File: src/rtl/inport_pkg.sv
package inport_pkg;
  localparam int unsigned N_IN   = 6;
  localparam int unsigned N_COS  = 4;
  localparam int unsigned DIV    = 96;
  localparam int unsigned AW     = 4;
  localparam int unsigned DW     = 8;
  localparam logic [AW-1:0] ADDR_PORT = 4'hD;
  localparam logic [AW-1:0] ADDR_CHG  = 4'h4;
endpackage

File: src/rtl/inport_sync.sv
module inport_sync #(
  parameter int unsigned W = 6
) (
  input  logic         clk_i,
  input  logic         rst_ni,
  input  logic [W-1:0] d_i,
  output logic [W-1:0] q_o
);
  for (genvar i = 0; i < W; i++) begin : g_bit
    logic s1_q, s2_q;
    always_ff @(posedge clk_i or negedge rst_ni) begin
      if (!rst_ni) begin
        s1_q <= 1'b0;
        s2_q <= 1'b0;
      end else begin
        s1_q <= d_i[i];
        s2_q <= s1_q;
      end
    end
    assign q_o[i] = s2_q;
  end
endmodule

File: src/rtl/inport_tick.sv
module inport_tick #(
  parameter int unsigned DIV = 96
) (
  input  logic clk_i,
  input  logic rst_ni,
  output logic tick_o
);
  localparam int unsigned CW = (DIV > 1) ? $clog2(DIV) : 1;
  localparam logic [CW-1:0] LAST = CW'(DIV - 1);

  logic [CW-1:0] cnt_q;

  always_ff @(posedge clk_i or negedge rst_ni) begin
    if (!rst_ni)             cnt_q <= '0;
    else if (cnt_q == LAST)  cnt_q <= '0;
    else                     cnt_q <= cnt_q + 1'b1;
  end

  assign tick_o = (cnt_q == LAST);

  p_cnt_range_r3: assert property (@(posedge clk_i) disable iff (!rst_ni)
    cnt_q <= LAST);
  p_tick_single_r3: assert property (@(posedge clk_i) disable iff (!rst_ni)
    tick_o |=> !tick_o);
endmodule

File: src/rtl/inport_cos.sv
module inport_cos_bit (
  input  logic clk_i,
  input  logic rst_ni,
  input  logic tick_i,
  input  logic lvl_i,
  input  logic clr_i,
  output logic qual_o,
  output logic delta_o
);
  logic cand_q, qual_q, delta_q;
  logic accept;

  // new level must match the previous tick sample and differ from accepted
  assign accept = tick_i && (lvl_i == cand_q) && (lvl_i != qual_q);

  always_ff @(posedge clk_i or negedge rst_ni) begin
    if (!rst_ni) begin
      cand_q  <= 1'b0;
      qual_q  <= 1'b0;
      delta_q <= 1'b0;
    end else begin
      if (tick_i) cand_q <= lvl_i;
      if (accept) qual_q <= lvl_i;
      delta_q <= accept | (delta_q & ~clr_i);
    end
  end

  assign qual_o  = qual_q;
  assign delta_o = delta_q;

  p_flag_on_tick_r4: assert property (@(posedge clk_i) disable iff (!rst_ni)
    $rose(delta_q) |-> $past(tick_i));
  p_qual_hold_r4: assert property (@(posedge clk_i) disable iff (!rst_ni)
    !tick_i |=> $stable(qual_q));
  p_qual_flags_r5: assert property (@(posedge clk_i) disable iff (!rst_ni)
    !$stable(qual_q) |-> delta_q);
  p_sticky_r7: assert property (@(posedge clk_i) disable iff (!rst_ni)
    delta_q && !clr_i |=> delta_q);
  p_clear_r7: assert property (@(posedge clk_i) disable iff (!rst_ni)
    clr_i && !tick_i |=> !delta_q);
  p_keep_on_clr_r8: assert property (@(posedge clk_i) disable iff (!rst_ni)
    tick_i && clr_i && (lvl_i == cand_q) && (lvl_i != qual_q) |=> delta_q);
endmodule

File: src/rtl/inport_top.sv
module inport_cos
  import inport_pkg::*;
#(
  parameter int unsigned NIN  = N_IN,
  parameter int unsigned NCOS = N_COS,
  parameter int unsigned TDIV = DIV
) (
  input  logic            clk_i,
  input  logic            rst_ni,
  input  logic [NIN-1:0]  pin_i,
  input  logic            rd_i,
  input  logic [AW-1:0]   addr_i,
  input  logic [NCOS-1:0] mask_i,
  output logic [DW-1:0]   rdata_o,
  output logic [NIN-1:0]  sync_o,
  output logic            irq_o
);
  localparam int unsigned PAD = DW - NIN;

  logic [NIN-1:0]  lvl;
  logic [NCOS-1:0] qual, delta;
  logic            tick, clr;

  inport_sync #(.W(NIN)) u_sync (
    .clk_i (clk_i), .rst_ni(rst_ni), .d_i(pin_i), .q_o(lvl)
  );

  inport_tick #(.DIV(TDIV)) u_tick (
    .clk_i(clk_i), .rst_ni(rst_ni), .tick_o(tick)
  );

  assign clr = rd_i && (addr_i == ADDR_CHG);

  for (genvar i = 0; i < NCOS; i++) begin : g_cos
    inport_cos_bit u_bit (
      .clk_i  (clk_i),
      .rst_ni (rst_ni),
      .tick_i (tick),
      .lvl_i  (lvl[i]),
      .clr_i  (clr),
      .qual_o (qual[i]),
      .delta_o(delta[i])
    );
  end

  always_comb begin
    rdata_o = '0;
    if (rd_i) begin
      unique case (addr_i)
        ADDR_PORT: rdata_o = {{PAD{1'b0}}, ~lvl};
        ADDR_CHG:  rdata_o = {delta, ~qual};
        default:   rdata_o = '0;
      endcase
    end
  end

  assign sync_o = lvl;
  assign irq_o  = |(delta & mask_i);

  p_irq_clear_r9: assert property (@(posedge clk_i) disable iff (!rst_ni)
    clr && !tick |=> !irq_o);
  p_irq_hold_r9: assert property (@(posedge clk_i) disable iff (!rst_ni)
    irq_o && !clr && $stable(mask_i) |=> irq_o);
  p_idle_read_r1: assert property (@(posedge clk_i) disable iff (!rst_ni)
    !rd_i |-> rdata_o == '0);
endmodule

File: config.mk
export PLATFORM = sky130hd
export DESIGN_NAME = inport_cos
export DESIGN_NICKNAME = d
export VERILOG_FILES = /design/src/rtl/inport_pkg.sv /design/src/rtl/inport_sync.sv /design/src/rtl/inport_tick.sv /design/src/rtl/inport_cos.sv /design/src/rtl/inport_top.sv
export SDC_FILE = /design/constraint.sdc
export NUM_CORES = 1
export LEC_CHECK = 0
export ABC_AREA = 1
export CORE_ASPECT_RATIO = 1.4
export CORE_UTILIZATION = 60
export CTS_CLUSTER_DIAMETER = 80
export DETAILED_ROUTE_END_ITERATION = 10
export DONT_BUFFER_PORTS = 1
export MAX_ROUTING_LAYER = met4
export PLACE_DENSITY = 0.76
export SETUP_SLACK_MARGIN = 0.02
export SLEW_MARGIN = 15
export SYNTH_ARGS = -nofsm -noshare
export SYNTH_HDL_FRONTEND = slang
export SYNTH_HIERARCHICAL = 1
export SYNTH_SLANG_ARGS = --single-unit
File: constraint.sdc
create_clock -name clk_i -period 3.8 [get_ports clk_i]
set_input_delay 0.95 -clock clk_i [delete_from_list [all_inputs] [get_ports clk_i]]
set_output_delay 0.95 -clock clk_i [all_outputs]
set_load 0.005 [all_outputs]
==> results of run 1 <==
==> power breakdown <==
| group | leakage (nW) | switching (mW) | internal (mW) | total [mW] |
|---|---|---|---|---|
| clock | 0.0272 | 0.115 | 0.0705 | 0.185 |
| combinational | 0.368 | 0.0150 | 0.00981 | 0.0248 |
| sequential | 0.387 | 0.0123 | 0.344 | 0.356 |
| total | 0.782 | 0.142 | 0.424 | 0.566 |
==> sequential cells by signal, summed over array words and instances (netlist names) <==
| name | count |
|---|---|
| u_tick/cnt_q | 7 |
| u_sync/g_bit.s1_q | 6 |
| u_sync/g_bit.s2_q | 6 |
| g_cos.u_bit/cand_q | 4 |
| g_cos.u_bit/delta_o | 4 |
| g_cos.u_bit/qual_o | 4 |
==> worst paths after layout <==
| check | start | end | slack, ns |
|---|---|---|---|
| setup reg to reg | u_tick/cnt_q[0] | g_cos[2].u_bit/qual_o | 2.28 |
| hold reg to reg | u_sync/g_bit[2].s1_q | u_sync/g_bit[2].s2_q | 0.35 |
| hold / removal | rst_ni | g_cos[3].u_bit/delta_o | 0.30 |
| min in group clk_i | u_sync/g_bit[2].s1_q | u_sync/g_bit[2].s2_q | 0.35 |
| max in group asynchronous | rst_ni | u_sync/g_bit[2].s1_q | 3.42 |
| setup / recovery | addr_i[2] | rdata_o[6] | 1.32 |
==> Yosys cell counts (all sizes together) <==
library cell | count | area (µm²)
ha | 1 | 12.5
clkinv | 1 | 5.00
xor2 | 2 | 17.5
xnor2 | 1 | 8.76
buf | 8 | 63.8
a21oi | 9 | 45.0
nand3 | 17 | 85.1
nor2 | 29 | 141
dfrtp | 31 | 776
inv | 41 | 154
nand2 | 38 | 148
o21ai | 1 | 5.00
nand4 | 8 | 50.1
==> area by class of cell <==
type                            count  area, µm²  share of cell area (%)
Inverter                           42        159                    10.3
Sequential cell                    31        776                    50.1
Clock buffer                        5       37.5                    2.43
Clock inverter                      3       20.0                    1.29
Multi-Input combinational cell    106        513                    33.1
Tap cell                           34       42.5                    2.75
==> metrics by stage <==
stage / total power, mW / area [µm²] / worst slack [ns] / instances / hold WS (ns)
finish: 0.566 / 1550 / 1.32 / 221 / 0.299
global route: 0.599 / 1550 / 1.23 / 221 / 0.268
CTS: 0.578 / 1550 / 1.33 / 221 / 0.276
detailed placement: 0.387 / 1490 / 1.33 / 213 / 0.338
global placement: 0.386 / 1490 / 1.37 / 213 / 0.331
floorplan: 0.387 / 1510 / 1.49 / 187 / 0.331
==> layer usage <==
layer | vias up | GRT usage (%) | share of wire (%)
met1 | 529 | 21.4 | 37
met3 | 7 | 6.16 | 5.4
met5 | - | - | 0
li1 | 561 | - | -
met2 | 40 | 43.5 | 55
met4 | 0 | 11.7 | 2.3
==> worst reg2reg max path, stage by stage (launching register included) <==
cell	delay (ns)
dfrtp_1	0.40
ha_1	0.22
nand2_2	0.09
nor2_4	0.12
nand2_2	0.07
clkinv_2	0.16
inv_2	0.08
nor2_2	0.08
nand2_1	0.07
a21oi_1	0.17
==> logic make-up after synthesis <==
kind of cell | after synthesis | share of synthesized area, %
adder cells (fa/ha/maj) | 1 | 0.828
XOR/XNOR | 3 | 1.74
flip-flops | 31 | 51.3
buffers and inverters | 50 | 14.7
AO/OA/AOI/OAI | 10 | 3.31
AND/OR/NAND/NOR | 92 | 28.1
==> flow_summary.json, run 1 <==
{
  "drc_errors": 0,
  "crit_buf_inv": 1,
  "clock_path_buffers": 2,
  "die_w_um": 44.4,
  "final_nets": 204,
  "worstMarginPinSlew_ns": 0.249,
  "cts_tree": "done",
  "pin_count": 32,
  "drt_wl_total_um": 2600,
  "die_area_um2": 2730,
  "fmax_ghz": 0.403,
  "final.period_utilization_pct": 65.3,
  "core_um2": 2390,
  "ys_types": 18,
  "syn_inst": 187,
  "peakVddDrop_uv": 374,
  "reg2reg_depth": 9,
  "drtPass1Iterations": 4,
  "clock_skew_ns": 0.00496,
  "crit_slowest_cell": "nor2_4",
  "place.gp.congestion": 0.774,
  "port_buffers": 0,
  "rsz0062_at_grt": "no",
  "p_leak_nw": 0.782,
  "fin_util_pct": 64.7,
  "drive_gt1_share_pct": 12.3,
  "clk_pin_slew_worst_paths_ns": 0.10,
  "rows": 21,
  "grt_pass1_wl_um": 4260,
  "postCtsResizedCells": 0,
  "required_ns": 2.85,
  "cts-hold-fix-buffers": 0,
  "fillers": 197,
  "slew_violations": 0,
  "post-dp-hpwl_um": 2000,
  "n_antenna_cell": 0,
  "cts_setup_buffers": 0,
  "setup_viol": 0,
  "power.density_nw_per_um2": 366,
  "syn-cell-area_um2": 1510,
  "tns_ns": 0,
  "grt_max_degree": 32,
  "vias": 1137,
  "clock-sinks": 31,
  "worstSkewPairLatency_ns": 0.33,
  "htree_num_levels": 2,
  "yosys_warnings": 6,
  "finalHoldViolCount": 0,
  "grt_overflow_total": 0,
  "ys_seq_area_share_pct": 51.3,
  "hold_path.class": "in -> async",
  "cp_max_fo": 13,
  "critPathTopFamily": "simple AND/OR/NAND/NOR gates",
  "dieHeight_um": 61.4,
  "start_kind": "input pin",
  "crit_chain": "inv_1 -> nor2_4 -> nand3_1 -> nor2_1",
  "antenna_found_initial": 0,
  "status": "complete, no violations",
  "max_slew_margin_pct": 83.3,
  "grt_pass1_vias": 1064,
  "layout_min_cycle_time_ns": 2.48,
  "cp.arrival_ns": 1.53,
  "grt_usage_pct": 23.4,
  "vias_per_cell": 5.14,
  "ys_ff_latch": 31,
  "synth.avg_cell_area_um2": 8.08,
  "mostFrequentLayoutCells": "inv_1, nand2_1, dfrtp_1",
  "clockRootBuffer": "clkbuf_4",
  "drt_iter0_drc": 38,
  "setup.worst_path.end_class": "output pin",
  "cpPeakStageDelay_ns": 0.21,
  "syn-num-nets": 205,
  "cts_buffers": 5,
  "wl_per_cell_um": 11.7,
  "crit_cells": 4,
  "syn_to_final_growth_pct": 2.40,
  "postRouteAntennaNets": 0,
  "crit_type": "in -> out",
  "cap_violations": 0,
  "initial_core_util_pct": 63.2
}
(Power assumes the default switching activity.)
==> inputs of run 2 (changes only) <==
Settings changed: ABC_AREA 1 to 0, CORE_UTILIZATION 60 to 55, PLACE_DENSITY 0.76 to 0.73.
Clock period 3.8 ns to 2.05 ns, I/O delays scaled along.
==> run 2 against run 1 <==
Compared with the run above: sequential cell count unchanged; clock power up 87%; non-clock buffer count up 4; area after synthesis down 6.5%; via count down 18%; largest power group unchanged.
==> flow_summary.json, run 2 <==
{
  "status": "complete, no violations",
  "synthFlopType": "dfrtp_1",
  "crit_chain": "or3_2 -> a21oi_1",
  "timing.rr.start": "u_tick/cnt_q[0]",
  "largest_reg_flops": 7,
  "port_buffers": 0,
  "drc_errors": 0,
  "power.density_nw_per_um2": 717,
  "grt_pass1_wl_um": 3510,
  "ys_ff_latch": 31,
  "post-dp-hpwl_um": 1560,
  "reg2reg_depth": 6,
  "drtPass1Iterations": 4,
  "synthArstFlopShare_pct": 100,
  "postRouteAntennaNets": 0,
  "grt_pass1_vias": 810,
  "clock_skew_ns": 0.0143,
  "cap_violations": 0,
  "clock_path_buffers": 2,
  "worstMarginPinSlew_ns": 0.390,
  "wl_per_cell_um": 14.3,
  "fillers": 217,
  "rsz0062_at_grt": "no",
  "setup.worst_path.end_class": "output pin",
  "cts_tree": "done",
  "clockRootBuffer": "clkbuf_4",
  "finalHoldViolCount": 0,
  "yosysMostFrequentCell": "dfrtp_1",
  "htree_num_levels": 2,
  "clock-sinks": 31,
  "core_um2": 2420,
  "fmax_ghz": 0.528,
  "synth_enable_flop_cells": 0,
  "syn-cell-area_um2": 1410,
  "crit_slowest_cell": "dfrtp_1",
  "drive_gt1_share_pct": 17.6,
  "rows": 21,
  "antenna_found_initial": 0,
  "cpPeakStageDelay_ns": 0.43,
  "ys_seq_area_share_pct": 54.9,
  "start_kind": "flop",
  "syn-num-nets": 140,
  "cts_setup_buffers": 0,
  "cts_buffers": 5,
  "dieHeight_um": 62.0,
  "place.gp.congestion": 0.676,
  "final_area_um2": 1500,
  "vias": 931,
  "top_regs": "u_tick/cnt_q: 7 flops, u_sync/g_bit.s1_q: 6 flops, u_sync/g_bit.s2_q: 6 flops",
  "max_slew_margin_pct": 73.6,
  "p_leak_nw": 0.606,
  "pin_count": 32,
  "die_area_um2": 2780,
  "vias_per_cell": 5.86,
  "cp_max_fo": 5,
  "regMostFlops": "u_tick/cnt_q",
  "peakVddDrop_uv": 585,
  "whs_path_depth": 0,
  "syn_inst": 122,
  "clk_pin_slew_worst_paths_ns": 0.09,
  "grt_overflow_total": 0,
  "slew_violations": 0,
  "grt_max_degree": 32,
  "initial_core_util_pct": 58.5,
  "die_w_um": 44.9,
  "final.period_utilization_pct": 92.4,
  "synthTopCellsByArea": "dfrtp_1, o311ai_2, nand2b_1, buf_4, nand3b_1",
  "tns_ns": 0,
  "post-synth-top-area-fraction_pct": 54.9,
  "setup_viol": 0,
  "rrSetupSlack_ns": 0.31,
  "drt_wl_total_um": 2270,
  "n_antenna_cell": 0,
  "cp.arrival_ns": 1.38,
  "drt_iter0_drc": 20,
  "yosys_warnings": 6,
  "synth_top_cell_by_area": "dfrtp_1",
  "layout_min_cycle_time_ns": 1.89,
  "crit_type": "reg -> out",
  "ys_types": 30,
  "mostFrequentLayoutCells": "dfrtp_1, nand2_1, a21oi_1",
  "syn_to_final_growth_pct": 6.11,
  "grt_usage_pct": 19.5,
  "hold_start": "pin_i[0]",
  "required_ns": 1.54,
  "synth_commonest_cells": "dfrtp_1, nand2_1, a21oi_1, nand2b_1",
  "crit_start": "g_cos[1].u_bit/qual_o",
  "synth.avg_cell_area_um2": 11.6,
  "postPlaceCellArea_um2": 1410,
  "worstSkewPairLatency_ns": 0.32,
  "final_nets": 143,
  "layout_commonest_cell": "dfrtp_1",
  "hold_path.class": "in -> reg"
}
-- run 2: what timing repair did --
action | CTS | global route
endpoints found under the hold margin | 31 | 0
gates resized for setup | 0 | 0
endpoints found under the setup margin | 0 | 0
hold buffers | 2 | 0
-- run 2: through the flow --
step                util, %  total power, mW  setup slack, ns  std cells  hold WS (ns)
floorplan                 -            0.728            0.211        122         0.217
global placement       58.5            0.724            0.372        150         0.218
detailed placement     58.5            0.725            0.308        150         0.218
CTS                    62.1             1.09            0.151        159         0.189
global route           62.1             1.13           0.0970        159         0.173
finish                 62.1             1.08            0.157        159         0.209
-- run 2: final timing paths --
check                                    endpoint
setup / recovery                       rdata_o[1]
hold / removal               u_sync/g_bit[0].s1_q
setup reg to reg           g_cos[1].u_bit/delta_o
hold reg to reg              u_sync/g_bit[5].s2_q
max in group asynchronous         u_tick/cnt_q[4]
min in group asynchronous  g_cos[3].u_bit/delta_o
-- run 2: logic make-up (layout without fill, tap and decap cells) --
group / Yosys count / in the layout / synth area share (%)
AOI/OAI and AO/OA: 26 / 26 / 13.9
xor gates and xnor gates: 3 / 3 / 1.86
adders and majority gates: 1 / 1 / 0.885
buffers and inverters: 12 / 15 / 5.57
DFF: 31 / 31 / 54.9
muxes: 1 / 1 / 1.06
and+or+nand+nor: 48 / 48 / 21.9
-- run 2: report_power, final --
part	switching, mW	total [mW]	internal (mW)
logic	0.0314	0.0704	0.0390
clock network	0.187	0.346	0.159
registers	0.0226	0.660	0.637
-- run 2: area by class of cell --
type / count / area [µm²] / area share (%)
flip-flops and latches: 31 / 776 / 51.7
multi-input cells: 79 / 566 / 37.7
clock buffers: 6 / 51.3 / 3.42
repair buffers: 4 / 45.0 / 3.00
well taps: 34 / 42.5 / 2.84
inverters: 4 / 15.0 / 1.00
clock inverters: 1 / 5.00 / 0.334
-- run 2: worst max-delay path: cells and delay by family (launching register included) --
kind,cells,cell delay [ns]
AO/OA/AOI/OAI,1,0.21
flip-flops,1,0.43
AND/OR/NAND/NOR,1,0.42
-- run 2: routing by layer --
| metal | routed length (µm) | share of wire (%) | global-route usage (%) |
|---|---|---|---|
| met1 | 960 | 42 | 19.4 |
| met4 | 37 | 1.6 | 10.4 |
| met5 | 0 | 0 | - |
| met2 | 1120 | 49 | 32.4 |
| met3 | 149 | 6.6 | 8.09 |
